File: src/rtl/irq_seq_pkg.sv
package irq_seq_pkg;

  typedef enum logic [1:0] {
    SQ_IDLE  = 2'd0,
    SQ_SAVE  = 2'd1,
    SQ_FETCH = 2'd2,
    SQ_JUMP  = 2'd3
  } sq_state_t;

  localparam int unsigned RET_SLOT = 0;
  localparam int unsigned VEC_SLOT = 1;
  localparam int unsigned RST_SLOT = 2;

  // word the pointer fetch reads from
  function automatic int unsigned fetch_slot(input logic is_restart);
    return is_restart ? RST_SLOT : VEC_SLOT;
  endfunction

  // acceptance rule at an instruction boundary
  function automatic logic may_accept(input logic boundary, input logic req,
                                      input logic dis_cmd, input logic flag,
                                      input logic armed);
    return boundary & req & ~dis_cmd & (flag | armed);
  endfunction

endpackage

File: src/rtl/irq_en_ctrl.sv
module irq_en_ctrl
  import irq_seq_pkg::*;
(
  input  logic clk,
  input  logic rst_n,
  input  logic insn_done,
  input  logic cmd_inten,
  input  logic cmd_intds,
  input  logic irq_line,
  input  logic seq_idle,
  input  logic restart_go,
  output logic int_en,
  output logic en_armed,
  output logic accept
);

  logic boundary;

  assign boundary = insn_done & seq_idle & ~restart_go;
  assign accept   = may_accept(boundary, irq_line, cmd_intds, int_en, en_armed);

  always_ff @(posedge clk) begin
    if (!rst_n) begin
      int_en   <= 1'b0;
      en_armed <= 1'b0;
    end else if (restart_go) begin
      int_en   <= 1'b0;
      en_armed <= 1'b0;
    end else if (boundary) begin
      if (cmd_intds || accept) begin
        int_en   <= 1'b0;
        en_armed <= 1'b0;
      end else if (cmd_inten) begin
        if (!int_en) en_armed <= 1'b1;
      end else if (en_armed) begin
        int_en   <= 1'b1;
        en_armed <= 1'b0;
      end
    end
  end

endmodule

File: src/rtl/irq_mem_fsm.sv
module irq_mem_fsm
  import irq_seq_pkg::*;
#(
  parameter int W = 16
) (
  input  logic         clk,
  input  logic         rst_n,
  input  logic         accept,
  input  logic         restart_go,
  input  logic [W-1:0] ret_pc,
  input  logic         mem_ready,
  input  logic [W-1:0] mem_rdata,
  output logic         mem_req,
  output logic         mem_we,
  output logic [W-1:0] mem_addr,
  output logic [W-1:0] mem_wdata,
  output logic         pc_load,
  output logic [W-1:0] pc_new,
  output logic         irq_taken,
  output logic         restart_taken,
  output logic         seq_idle
);

  localparam logic [W-1:0] RET_ADDR = W'(RET_SLOT);

  sq_state_t    state;
  logic [W-1:0] ret_q;
  logic [W-1:0] vec_q;
  logic         rst_q;

  always_ff @(posedge clk) begin
    if (!rst_n) begin
      state <= SQ_IDLE;
      ret_q <= '0;
      vec_q <= '0;
      rst_q <= 1'b0;
    end else begin
      unique case (state)
        SQ_IDLE: begin
          if (restart_go) begin
            state <= SQ_FETCH;
            rst_q <= 1'b1;
          end else if (accept) begin
            state <= SQ_SAVE;
            rst_q <= 1'b0;
            ret_q <= ret_pc;
          end
        end
        SQ_SAVE:  if (mem_ready) state <= SQ_FETCH;
        SQ_FETCH: begin
          if (mem_ready) begin
            vec_q <= mem_rdata;
            state <= SQ_JUMP;
          end
        end
        SQ_JUMP:  state <= SQ_IDLE;
        default:  state <= SQ_IDLE;
      endcase
    end
  end

  always_comb begin
    seq_idle      = (state == SQ_IDLE);
    mem_req       = (state == SQ_SAVE) || (state == SQ_FETCH);
    mem_we        = (state == SQ_SAVE);
    mem_addr      = (state == SQ_SAVE) ? RET_ADDR : W'(fetch_slot(rst_q));
    mem_wdata     = ret_q;
    pc_load       = (state == SQ_JUMP);
    pc_new        = vec_q;
    irq_taken     = pc_load & ~rst_q;
    restart_taken = pc_load & rst_q;
  end

endmodule

File: src/rtl/irq_entry_seq.sv
module irq_entry_seq
  import irq_seq_pkg::*;
#(
  parameter int W = 16
) (
  input  logic         clk,
  input  logic         rst_n,
  input  logic         irq_line,
  input  logic         insn_done,
  input  logic         cmd_inten,
  input  logic         cmd_intds,
  input  logic [W-1:0] pc_cur,
  input  logic         power_up,
  input  logic         key_lock,
  output logic         mem_req,
  output logic         mem_we,
  output logic [W-1:0] mem_addr,
  output logic [W-1:0] mem_wdata,
  input  logic [W-1:0] mem_rdata,
  input  logic         mem_ready,
  output logic         pc_load,
  output logic [W-1:0] pc_new,
  output logic         irq_taken,
  output logic         restart_taken,
  output logic         int_en,
  output logic         busy
);

  logic seq_idle;
  logic restart_go;
  logic accept_evt;
  logic en_armed;

  assign restart_go = power_up & key_lock & seq_idle;
  assign busy       = ~seq_idle;

  irq_en_ctrl u_en (
    .clk       (clk),
    .rst_n     (rst_n),
    .insn_done (insn_done),
    .cmd_inten (cmd_inten),
    .cmd_intds (cmd_intds),
    .irq_line  (irq_line),
    .seq_idle  (seq_idle),
    .restart_go(restart_go),
    .int_en    (int_en),
    .en_armed  (en_armed),
    .accept    (accept_evt)
  );

  irq_mem_fsm #(.W(W)) u_fsm (
    .clk          (clk),
    .rst_n        (rst_n),
    .accept       (accept_evt),
    .restart_go   (restart_go),
    .ret_pc       (pc_cur),
    .mem_ready    (mem_ready),
    .mem_rdata    (mem_rdata),
    .mem_req      (mem_req),
    .mem_we       (mem_we),
    .mem_addr     (mem_addr),
    .mem_wdata    (mem_wdata),
    .pc_load      (pc_load),
    .pc_new       (pc_new),
    .irq_taken    (irq_taken),
    .restart_taken(restart_taken),
    .seq_idle     (seq_idle)
  );

endmodule

File: config.mk
export PLATFORM = sky130hd
export DESIGN_NAME = irq_entry_seq
export DESIGN_NICKNAME = d
export VERILOG_FILES = /design/src/rtl/irq_seq_pkg.sv /design/src/rtl/irq_en_ctrl.sv /design/src/rtl/irq_mem_fsm.sv /design/src/rtl/irq_entry_seq.sv
export SDC_FILE = /design/constraint.sdc
export NUM_CORES = 1
export LEC_CHECK = 0
export CORE_ASPECT_RATIO = 0.9
export CORE_MARGIN = 2
export CORE_UTILIZATION = 41
export CTS_CLUSTER_SIZE = 14
export DETAILED_ROUTE_END_ITERATION = 7
export PLACE_DENSITY_LB_ADDON = 0.15
export SKIP_LAST_GASP = 1
export SYNTH_ARGS = -nofsm -noshare
export SYNTH_HDL_FRONTEND = slang
export SYNTH_HIERARCHICAL = 1
export SYNTH_SLANG_ARGS = --single-unit
File: constraint.sdc
create_clock -name clk -period 3.3 [get_ports clk]
set_input_delay 0.66 -clock clk [delete_from_list [all_inputs] [get_ports clk]]
set_output_delay 0.66 -clock clk [all_outputs]
set_load 0.05 [all_outputs]
[Word level (Yosys, flattened, before mapping)]
Cells that the tools add are included.
Word-level totals
  output and inout port bits: 55
  bits of input ports: 41
  bits in registers: 37
Cells by class
  multiplexer cells: 15
  bitwise operators: 15
  eq/ne operators: 8
  reductions and logical operators: 12
Operators with widths (number)
  16-bit two-way mux: 1
  2-bit two-way mux: 5
  1-bit AND: 9
  3-bit AND reduction: 3
  1-bit two-way mux: 8
  2-bit case mux with 4 select lines: 1
  2-bit AND reduction: 3
  1-bit inverter: 5
  2-bit == test (second input constant): 2
  2-bit by 1-bit != test with 1-bit output (second input constant): 2
  2-bit nonzero test: 2
  3-bit by 1-bit != test with 1-bit output (second input constant): 1
  3-bit != test (second input constant): 1
  2-bit by 1-bit == test with 1-bit output (second input constant): 1
  2-bit zero test: 1
  1-bit logical OR: 2
  2-bit != test (second input constant): 1
  2-bit OR reduction: 1
  1-bit bitwise OR: 1

[Longest topological paths before layout]
Gate-level depths: netlist of the first run.
  depth after elaboration: 10
  depth in mapped cells: 9
  depth with buffers taken out: 7

[By module]
Netlist of the first run, hierarchy kept.
By module, submodules not included
  irq_mem_fsm: cells each 184, area an instance 1550.2 um^2, instances 1, sequential area each 700.7 um^2
  irq_en_ctrl: cells each 14, area an instance 116.4 um^2, instances 1, sequential area each 40.0 um^2
  irq_entry_seq: cells each 2, area an instance 10.0 um^2, instances 1, sequential area each 0.0 um^2

[Least setup slack after synthesis of the first run]
No wires, ideal clock.
  path kind: reg-to-output
  from: reg u_fsm.state[1]
  to: out irq_taken
  setup slack: 1.016 ns
  required time: 2.640 ns
  stages on the path, launching flop included: 3
  arrival: 1.624 ns
  path through: dfxtp_1 > ha_1 > nor2b_1
Between the ends
  longest elaborated chain between the ends: 2
Ends and longest elaborated chain
  start, declared: RTL line irq_mem_fsm.sv:26  | sq_state_t state;
  start signal, assigned: RTL line irq_mem_fsm.sv:33  | state <= SQ_IDLE;
  start signal, assigned: RTL line irq_mem_fsm.sv:41  | state <= SQ_FETCH;
  start signal, assigned: RTL line irq_mem_fsm.sv:44  | state <= SQ_SAVE;
  2-bit == test: RTL line irq_mem_fsm.sv:68  | pc_load = (state == SQ_JUMP);
  named net pc_load: RTL line irq_entry_seq.sv:21  | output logic pc_load,
  1-bit AND: RTL line irq_mem_fsm.sv:70  | irq_taken = pc_load & ~rst_q;
  end, declared: RTL line irq_entry_seq.sv:23  | output logic irq_taken,
The timed path passes the listed nets, and every way through them passes these cells.

[Final worst setup path of the first run]
  from: reg u_fsm.state[0]
  to: reg u_fsm.ret_q[1], in the netlist u_fsm/mem_wdata[1]
Between the ends
  longest elaborated chain between the ends: 8
  elaborated cells between the ends (all ways): 9
Ends and longest elaborated chain
  2-bit zero test: RTL line irq_mem_fsm.sv:63  | seq_idle = (state == SQ_IDLE);
  named net seq_idle: RTL line irq_entry_seq.sv:29  | logic seq_idle;
  1-bit AND: RTL line irq_entry_seq.sv:34  | assign restart_go = power_up & key_lock & seq_idle;
  named net restart_go: RTL line irq_entry_seq.sv:30  | logic restart_go;
  1-bit inverter (no line)
  1-bit AND: RTL line irq_en_ctrl.sv:19  | assign boundary = insn_done & seq_idle & ~restart_go;
  1-bit AND (3 in series): RTL line irq_seq_pkg.sv:23  | return boundary & req & ~dis_cmd & (flag | armed);
  named net accept_evt: RTL line irq_entry_seq.sv:31  | logic accept_evt;
  3-bit AND reduction (no line)
  end signal, assigned: RTL line irq_mem_fsm.sv:46  | ret_q <= ret_pc;
  end, declared: RTL line irq_mem_fsm.sv:27  | logic [W-1:0] ret_q;
The timed path passes the listed nets, and every way through them passes these cells.
A chain may end at the register's enable or synchronous reset.

==> results of run 1 <==
==> layout make-up <==
cell class              instances  area (um^2)  share of cell area (%)
clock buffers                   5        68.82                   2.705
well taps                      48        60.06                   2.361
flip-flops and latches         37        740.7                   29.12
inverters                       5        18.77                  0.7378
clock inverters                 2        35.03                   1.377
multi-input cells             148        802.0                   31.53
repair buffers                 82        818.3                   32.17
==> sequential cells by signal (all words and copies together), names as in the netlist <==
name and count:
u_fsm/rst_q 1, u_fsm/pc_new 16, u_en/en_armed 1, u_fsm/state 2, u_fsm/mem_wdata 16, u_en/int_en 1
==> how the worst max path moves through the flow <==
stage / start / end / slack [ns] / cells past startpoint
finish: u_fsm/state[0] / u_fsm/mem_wdata[1] / 0.65 / 7
global route: u_fsm/state[0] / u_fsm/mem_wdata[0] / 0.41 / 7
floorplan: u_fsm/state[1] / irq_taken / 1.02 / 2
global placement: power_up / u_fsm/mem_wdata[3] / 0.60 / 6
detailed placement: power_up / u_fsm/mem_wdata[1] / 0.45 / 6
CTS: u_fsm/state[0] / u_fsm/mem_wdata[1] / 0.62 / 7
==> worst reg2reg max path, stage by stage, from the launching register on <==
cell      delay, ns
dfxtp_1        0.36
inv_1          0.08
ha_1           0.33
and3_1         0.34
nor4_1         0.54
and3b_1        0.62
nand2_1        0.10
a21boi_0       0.19
==> kinds of logic (layout without fill, tap and decap cells) <==
kind of cell	after synthesis	count (layout)	synth area share (%)
buf+inv	28	94	10.90
fa+ha+maj	4	4	2.985
mux	2	2	1.269
other cells	1	14	0.2237
simple gates	87	87	22.46
flops	37	37	44.18
compound gates	41	41	17.99
==> metrics by stage <==
stage               total power, mW  cells  hold WS [ns]
finish                        1.476    327        0.4543
global route                  1.560    327        0.4738
floorplan                    0.9480    213        0.4709
global placement              1.111    320        0.4400
detailed placement            1.115    320        0.4445
CTS                           1.494    327        0.4546
==> synth_stat cells <==
cell	number	area [um^2]
a21boi_0	21	157.7
and4bb_1	1	12.51
ha_1	4	50.05
a21oi_1	2	10.01
nand2_1	69	259.0
nor2b_1	5	31.28
buf_2	2	10.01
conb_1	1	3.750
inv_1	5	18.77
nor3_2	1	10.01
nor3b_1	1	7.510
o31ai_1	1	7.510
mux2_2	1	11.26
buf_6	2	22.52
nand3b_1	1	7.510
and2_1	2	12.51
a31oi_1	1	6.260
nor4_1	1	6.260
a32oi_1	1	8.760
nor2_1	4	15.01
o2bb2ai_1	1	8.760
a22oi_1	1	7.510
buf_4	16	120.1
and3_1	1	6.260
a21boi_1	12	90.09
dfxtp_1	37	740.7
o21ai_1	1	5.000
mux2i_1	1	10.01
and3b_1	1	8.760
clkbuf_1	3	11.26
==> power breakdown <==
part	internal [mW]	switching [mW]	leakage, nW
sequential	0.480	0.0241	0.299
clock	0.219	0.153	0.0540
combinational	0.217	0.382	0.567
==> metal layers <==
| metal | global-route usage [%] | vias up | routed length, um |
|---|---|---|---|
| met5 | 0 | - | 0 |
| li1 | - | 772 | - |
| met2 | 26.39 | 46 | 1749 |
| met3 | 4.199 | 7 | 247 |
| met1 | 20.83 | 659 | 1701 |
| met4 | 7.783 | 0 | 73 |
==> summary.md, run 1 <==
| Metric | Value |
|---|---|
| Status | `finished clean` |
| Post-route cell area | `2544 um^2` |
| Die Span X | `between 70 and 80 um` |
| PostCTS Resize Cnt | `0` |
| Root buffer cell | `clkbuf_8` |
| Clk_skew | `0.005564 ns` |
| Largest net degree at the start of global routing | `21` |
| TritonCTS Buffers | `5` |
| Placed cell area | `about 2400 um^2` |
| Fin worst setup slack | `approximately 0.65 ns` |
| Die Y | `64.67 um` |
| Post-layout util | `between 60% and 70%` |
| Buffer and inverter count on the worst path | `1` |
| Post-CTS Setup Inserts | `0` |
| Cell Pwr Density | `roughly 580 nW/um^2` |
| Via count | `between 1k and 1.5k` |
| Max VDD drop | `0.5421 mV` |
| Nets@finish | `around 320` |
| Clock transition at the registers of the reported paths | `about 0.07 ns` |
| Total gr overflow | `0` |
| Slew HR | `59.06%` |
| Worst R2R End | `u_fsm/mem_wdata[1]` |
| Vias in the first global route | `roughly 1.3k` |
| WS Path Type | `flip-flop to flip-flop` |
| Worst hold path type | `flip-flop to flip-flop` |
| LEAKAGE | `between 0.9 and 1 nW` |
| ANT cells | `0` |
| CP Cell Sequence | `inv_1, ha_1, and3_1, nor4_1, and3b_1, nand2_1, a21boi_0` |
| Worst EP required | `3.50 ns` |
| YS warnings | `6` |
| Port buffer count | `81` |
| Highest Clock Rate | `377.4 MHz` |
| Largest delay share family, worst path | `simple AND/OR/NAND/NOR gates` |
| Global-route wire length before repair | `between 5 and 6 mm` |
| WL final | `between 3 and 4 mm` |
| DR vias/cell | `around 4.5` |
| Drc violations | `0` |
| Detail Route Antenna Nets | `0` |
| RD Place Congestion | `0.7481` |
| Setup-failing EPs final | `0` |
| Proportion of layout cells with a drive suffix above 1 | `approximately 3.6%` |
| Commonest non-fill, non-tap cell in the layout | `clkdlybuf4s50_1` |
| # Max-Cap Violations | `0` |
| Area growth from synthesis to layout | `51.72%` |
| Routed WL per cell | `11.53 um` |
| Reg2Reg Setup Slack | `around 0.65 ns` |
| Commonest cells after routing, fill and taps aside | `clkdlybuf4s50_1 (81), nand2_1 (69), dfxtp_1 (37)` |
| Fin. Hold Viols | `0` |
| Insertion delay to the later sink of the worst-skew pair | `0.29 ns` |
| Crit end category | `flip-flop` |
| Initial DRT Pass Iterations | `4` |
| Clock sink count | `37` |
| Hpwl dp | `2.729 mm` |
| Worst Hold Depth | `2` |
| Largest stage delay on the critical path | `slightly above 0.6 ns` |
| Hold Path Sink | `u_fsm/mem_wdata[10]` |
| Slowest CP cell | `and3b_1` |
| Initial DRC Count | `50` |
| Slew Viols, Final | `0` |
| Placement Setup Slack | `0.4527 ns` |
| R2R depth | `7` |
| Hold-fix buffer count after cts | `0` |
| Initial Util | `between 40% and 50%` |
| Period minus WS final | `approximately 2.7 ns` |
| TritonCTS clock tree | `done` |
| Io pins | `96` |
| Crit start category | `flip-flop` |
| Measured slew at the worst slew-check pin | `a little over 0.6 ns` |
| Die footprint | `4617 um^2` |
| GRT Total Usage | `16.54%` |
| Worst r2r src | `u_fsm/state[0]` |
| Hold Crit Start | `u_fsm/mem_wdata[10]` |
| Clock Tree Buf Depth | `2` |
| Final Cycle Share | `80.30%` |
| Avg Inst Size Synth | `around 8.4 um^2` |
| Arrival @ worst endpoint | `roughly 2.9 ns` |
| Row count | `22` |
| Synth Register Bits | `37` |
| RSZ-0062 raised after global routing | `no` |
| Setup TNS | `0 ns` |
| Distinct cell type count after synthesis | `30` |
| Fillers | `360` |
| Crit path max fanout | `16` |
| Seq/Total Area, Yosys | `roughly 44%` |
| H-Tree Depth | `2` |
| Mapped Cells | `200` |
| Synth Cell Area | `1677 um^2` |
| Core area | `about 4000 um^2` |
| Antenna violations before repair | `0` |
Note: power is estimated with default switching activity, not from simulation.
==> run 2, diff against run 1 <==
--- a/config.mk
+++ b/config.mk
@@ -7,7 +7,7 @@
 export LEC_CHECK = 0
 export CORE_ASPECT_RATIO = 0.9
 export CORE_MARGIN = 2
-export CORE_UTILIZATION = 41
+export CORE_UTILIZATION = 38
 export CTS_CLUSTER_SIZE = 14
 export DETAILED_ROUTE_END_ITERATION = 7
 export PLACE_DENSITY_LB_ADDON = 0.15
==> constraint.sdc (replaced) <==
create_clock -name clk -period 2.5 [get_ports clk]
set_input_delay 0.5 -clock clk [delete_from_list [all_inputs] [get_ports clk]]
set_output_delay 0.5 -clock clk [all_outputs]
set_load 0.05 [all_outputs]
==> run 2 against run 1 <==
Effect of this change: flip-flop and latch count stayed put; die area up 7.4%; total power up 28%; critical path depth down 3; cell count rose by 4.9%; sequential power increased by 32%; hold slack worse by 0.0028 ns; count of clock-buffer cells in the layout is 1 higher; non-clock buffer count is 4 higher; design area grew 1.6%; core utilization fell by 1.6 points.
==> summary.md, run 2 (synthesis gave the netlist of run 1 again) <==
| Metric | Value |
|---|---|
| Slew HR | `63.69%` |
| Nets@finish | `about 330` |
| Clock Tree Buf Depth | `2` |
| DR vias/cell | `between 4 and 5` |
| Measured slew at the worst slew-check pin | `0.5446 ns` |
| Antenna violations before repair | `0` |
| Row count | `22` |
| Core area | `~4200 um^2` |
| WL final | `around 3.7 mm` |
| RSZ-0062 raised after global routing | `no` |
| Port buffer count | `81` |
| Area growth from synthesis to layout | `54.10%` |
| H-Tree Depth | `2` |
| LEAKAGE | `about 0.94 nW` |
| GRT Total Usage | `between 10% and 20%` |
| Die Span X | `around 74 um` |
| Total gr overflow | `0` |
| Max VDD drop | `around 0.63 mV` |
| Global-route wire length before repair | `between 5 and 6 mm` |
| Clock transition at the registers of the reported paths | `~0.070 ns` |
| Crit start category | `flip-flop` |
| Final Cycle Share | `between 90% and 100%` |
| Status | `finished clean` |
| Non-Filler Instances | `approximately 340` |
| Clk_skew | `0.006747 ns` |
| Insertion delay to the later sink of the worst-skew pair | `slightly below 0.3 ns` |
| Largest net degree at the start of global routing | `24` |
| Vias in the first global route | `~1.3k` |
| WS Path Type | `flip-flop to output pin` |
| CP Cell Sequence | `inv_1, ha_1, nor2b_1, clkdlybuf4s50_1` |
| Cell Pwr Density | `approximately 730 nW/um^2` |
| Proportion of layout cells with a drive suffix above 1 | `5.300%` |
| Root buffer cell | `clkbuf_8` |
| Routed WL per cell | `around 11 um` |
| Period minus WS final | `2.391 ns` |
| ANT cells | `0` |
| TritonCTS clock tree | `done` |
| Initial DRT Pass Iterations | `4` |
| Slowest CP cell | `clkdlybuf4s50_1` |
| Hpwl dp | `~2.7 mm` |
| Slew Viols, Final | `0` |
| Crit end category | `output pin` |
| Highest Clock Rate | `between 400 and 500 MHz` |
| Worst hold path type | `flip-flop to flip-flop` |
| Initial DRC Count | `85` |
| Inst Count DP | `around 340` |
| Fin. Hold Viols | `0` |
| Setup-failing EPs final | `0` |
| Via count | `~1.5k` |
| Largest stage delay on the critical path | `approximately 0.8 ns` |
| # Max-Cap Violations | `0` |
| TritonCTS Buffers | `5` |
| Commonest cells after routing, fill and taps aside | `clkdlybuf4s50_1 (80), nand2_1 (69), dfxtp_1 (37)` |
| Drc violations | `0` |
| Post-CTS Setup Inserts | `0` |
| Worst EP required | `2.00 ns` |
| Crit path max fanout | `5` |
| Commonest non-fill, non-tap cell in the layout | `clkdlybuf4s50_1` |
| RD Place Congestion | `about 0.79` |
| Detail Route Antenna Nets | `0` |
| Clock sink count | `37` |
| Die Y | `approximately 67 um` |
| Arrival @ worst endpoint | `1.89 ns` |
| Io pins | `between 90 and 100` |
| Hold-fix buffer count after cts | `0` |
| Initial Util | `about two fifths` |
| Setup TNS | `0 ns` |
| Die footprint | `~5000 um^2` |
## run 2: final timing paths
| path | cells after the start | endpoint | slack, ns | startpoint |
|---|---|---|---|---|
| min | 2 | u_fsm/mem_wdata[11] | 0.45 | u_fsm/mem_wdata[11] |
| min reg2reg | 2 | u_fsm/mem_wdata[11] | 0.45 | u_fsm/mem_wdata[11] |
| max | 4 | mem_addr[1] | 0.11 | u_fsm/state[1] |
| max reg2reg | 8 | u_fsm/mem_wdata[2] | 0.37 | u_fsm/state[0] |
## run 2: metrics by stage
step / cell area (um^2) / hold WS, ns / power [mW] / setup WS, ns / util [%]
after detailed placement: 2485 / 0.4454 / 1.472 / 0.1727 / 59.78
after global routing: 2584 / 0.4702 / 1.978 / 0.01773 / 62.16
after CTS: 2575 / 0.4555 / 1.901 / 0.03852 / 61.95
after floorplan: 1725 / 0.4709 / 1.251 / 0.3764 / -
final: 2584 / 0.4514 / 1.882 / 0.1091 / 62.16
after global placement: 2485 / 0.4408 / 1.474 / 0.2542 / 59.78
## run 2: power by group
part	switching [mW]	internal [mW]	total, mW
clock network	0.205	0.218	0.422
logic	0.504	0.292	0.796
registers	0.0301	0.633	0.663
## run 2: layout make-up
type	count	area (um^2)
fillers	413	1573
multi-input cells	148	808.3
repair buffers	86	850.8
inverters	5	18.77
well taps	60	75.07
clock inverters	1	7.507
flip-flops and latches	37	740.7
clock buffers	6	82.58
## run 2: critical path, delay by kind of cell (launching register included)
family	cells	cell delay, ns
fa+ha+maj	1	0.24
buf+inv	2	0.89
flops	1	0.37
simple gates	1	0.12
## run 2: metal layers
layer	track usage, %	part of all wire [%]	vias up
li1	-	-	789
met1	21.20	48	625
met2	22.88	42	57
met5	0	0	-
met4	7.500	1.2	0
met3	4.539	8.3	5
## run 2: what timing repair did
item	4_1_cts	5_1_grt
setup endpoints to repair	0	2
hold endpoints to repair	0	0
gates resized for setup	0	2
==> run 3, diff against run 2 <==
--- a/config.mk
+++ b/config.mk
@@ -5,7 +5,7 @@
 export SDC_FILE = /design/constraint.sdc
 export NUM_CORES = 1
 export LEC_CHECK = 0
-export CORE_ASPECT_RATIO = 0.9
+export CORE_ASPECT_RATIO = 1.1
 export CORE_MARGIN = 2
 export CORE_UTILIZATION = 38
 export CTS_CLUSTER_SIZE = 14
==> run 3 against run 2 <==
Effect of this change: cell count is 1.2% lower; fmax is 1.6% higher; clock power is 28% higher; hold slack better by 0.0017 ns; core utilization is 1.3 points lower; largest cell class unchanged.
==> summary.md, run 3 (synthesis gave the netlist of run 1 again) <==
| Metric | Value |
|---|---|
| WL final | `just under 4 mm` |
| WS Path Type | `flip-flop to output pin` |
| Root buffer cell | `clkbuf_8` |
| Highest Clock Rate | `between 400 and 500 MHz` |
| Arrival @ worst endpoint | `1.85 ns` |
| Crit path max fanout | `3` |
| TritonCTS Buffers | `5` |
| Crit start category | `flip-flop` |
| Post-CTS Setup Inserts | `0` |
| Worst EP required | `around 2.0 ns` |
| Setup-failing EPs final | `0` |
| Proportion of layout cells with a drive suffix above 1 | `under 10%` |
| Clk network pwr share | `a little over a quarter` |
| Switching Power | `~0.76 mW` |
| Routed WL per cell | `between 10 and 15 um` |
| Fin. Hold Viols | `0` |
| Buffer and inverter count on the worst path | `2` |
| Logic pwr share | `40.3%` |
| Die Span X | `67.33 um` |
| Non-Filler Instances | `approximately 340` |
| Slew HR | `61.30%` |
| Port buffer count | `slightly above 80` |
| Detail Route Antenna Nets | `0` |
| Initial DRC Count | `between 100 and 150` |
| Fillers | `424` |
| Inst Count DP | `~330` |
| H-Tree Depth | `2` |
| Multi-input logic area | `~800 um^2` |
| LEAKAGE | `0.9692 nW` |
| Die footprint | `between 4000 and 5000 um^2` |
| Nets@finish | `329` |
| Largest net degree at the start of global routing | `27` |
| Status | `finished clean` |
| Clock sink count | `37` |
| DR vias/cell | `about 4.6` |
| Measured slew at the worst slew-check pin | `between 0.5 and 0.6 ns` |
| Insertion delay to the later sink of the worst-skew pair | `between 0.2 and 0.3 ns` |
| Die Y | `73.67 um` |
| Crit end category | `output pin` |
| Largest stage delay on the critical path | `0.80 ns` |
| Global-route wire length before repair | `about 6 mm` |
| Total gr overflow | `0` |
| Core area | `between 4000 and 5000 um^2` |
| Vias in the first global route | `1376` |
| Io pins | `96` |
| Slew Viols, Final | `0` |
| Drc violations | `0` |
| ANT cells | `0` |
| RSZ-0062 raised after global routing | `no` |
| Via count | `approximately 1.5k` |
| Clock Tree Buf Depth | `2` |
| Setup TNS | `0 ns` |
| # Max-Cap Violations | `0` |
| Slowest CP cell | `clkdlybuf4s50_1` |
| Int Power | `approximately 1.3 mW` |
| Initial DRT Pass Iterations | `4` |
| Initial Util | `39.12%` |
| Clock transition at the registers of the reported paths | `~0.070 ns` |
| Clk_skew | `between 0.003 and 0.004 ns` |
| Overall Power | `about 2 mW` |
| Reg power frac | `between 30 and 40%` |
| GRT Total Usage | `16.39%` |
| Storage cell area | `around 740 um^2` |
| Row count | `25` |
| Hpwl dp | `2.862 mm` |
| Cell Pwr Density | `just under 800 nW/um^2` |
| Antenna violations before repair | `0` |
| Commonest non-fill, non-tap cell in the layout | `clkdlybuf4s50_1` |
| Period minus WS final | `~2.4 ns` |
| Largest delay share family, worst path | `buffers and inverters` |
| Area growth from synthesis to layout | `55.67%` |
| Max VDD drop | `between 0.4 and 0.5 mV` |
| Commonest cells after routing, fill and taps aside | `clkdlybuf4s50_1 (79), nand2_1 (69), dfxtp_1 (37)` |
| Worst hold path type | `flip-flop to flip-flop` |
| Switching share of power | `a little under two fifths` |
| TritonCTS clock tree | `done` |
| Final Cycle Share | `between 90 and 100%` |
| RD Place Congestion | `~0.73` |
| CP Cell Sequence | `inv_1, ha_1, clkdlybuf4s50_1` |
[run 3: cell types whose count changed in the layout (fill, tap and decap cells not counted)]
cell and change:
clkdlybuf4s50_1 -1, nor4_2 -1, buf_4 +1, bufinv_16 +1, nor4_1 +1, dlymetal6s2s_1 +1
[run 3: path summary, 6_finish.rpt]
| check | cells past startpoint | end | slack [ns] | start |
|---|---|---|---|---|
| hold reg to reg | 2 | u_fsm/pc_new[1] | 0.45 | u_fsm/pc_new[1] |
| hold / removal | 2 | u_fsm/pc_new[1] | 0.45 | u_fsm/pc_new[1] |
| setup reg to reg | 9 | u_fsm/mem_wdata[5] | 0.47 | u_fsm/state[0] |
| setup / recovery | 3 | mem_req | 0.15 | u_fsm/state[0] |
[run 3: area by class of cell]
cell class / count / area share, %
multi-input cells: 148 / 30.73
repair buffers: 87 / 32.98
well taps: 54 / 2.589
flip-flops and latches: 37 / 28.38
inverters: 5 / 0.7191
clock buffers: 6 / 3.164
clock inverters: 2 / 1.438
[run 3: worst reg2reg max path, cell delays in order (launching register included)]
cell and delay (ns):
dfxtp_1 0.37, inv_1 0.09, ha_1 0.23, and3_1 0.21
nor4_1 0.28, buf_4 0.17, and3b_1 0.15, buf_4 0.21
nand2_1 0.07, a21boi_0 0.17
[run 3: routing by layer]
metal / vias up / share of wire, % / GRT usage [%]
met5: - / 0 / 0
met4: 0 / 1.6 / 7.483
met3: 4 / 6.7 / 5.666
met2: 50 / 50 / 27.61
met1: 705 / 42 / 18.46
li1: 785 / - / -
[run 3: power by group through the flow]
| stage | Sequential [mW] | Clock [mW] | Combinational, mW |
|---|---|---|---|
| final | 0.665 | 0.539 | 0.812 |
| after global routing | 0.672 | 0.577 | 0.874 |
| after CTS | 0.666 | 0.557 | 0.821 |
| after detailed placement | 0.679 | 0 | 0.819 |
| after global placement | 0.678 | 0 | 0.813 |
| after floorplan | 0.747 | 0 | 0.504 |
[run 3: what timing repair did]
item / in CTS / in global routing
resized for setup: 0 / 2
hold buffers: 0 / 0
endpoints found under the setup margin: 0 / 2
[run 3: metrics by stage]
stage | area (um^2) | util (%) | worst slack, ns | hold WS [ns]
global route | 2610 | 60.91 | 0.06341 | 0.4709
CTS | 2605 | 60.79 | 0.06134 | 0.4554
global placement | 2485 | 57.99 | 0.3612 | 0.4394
detailed placement | 2485 | 57.99 | 0.3081 | 0.4450
floorplan | 1725 | - | 0.3764 | 0.4709
finish | 2610 | 60.91 | 0.1456 | 0.4531
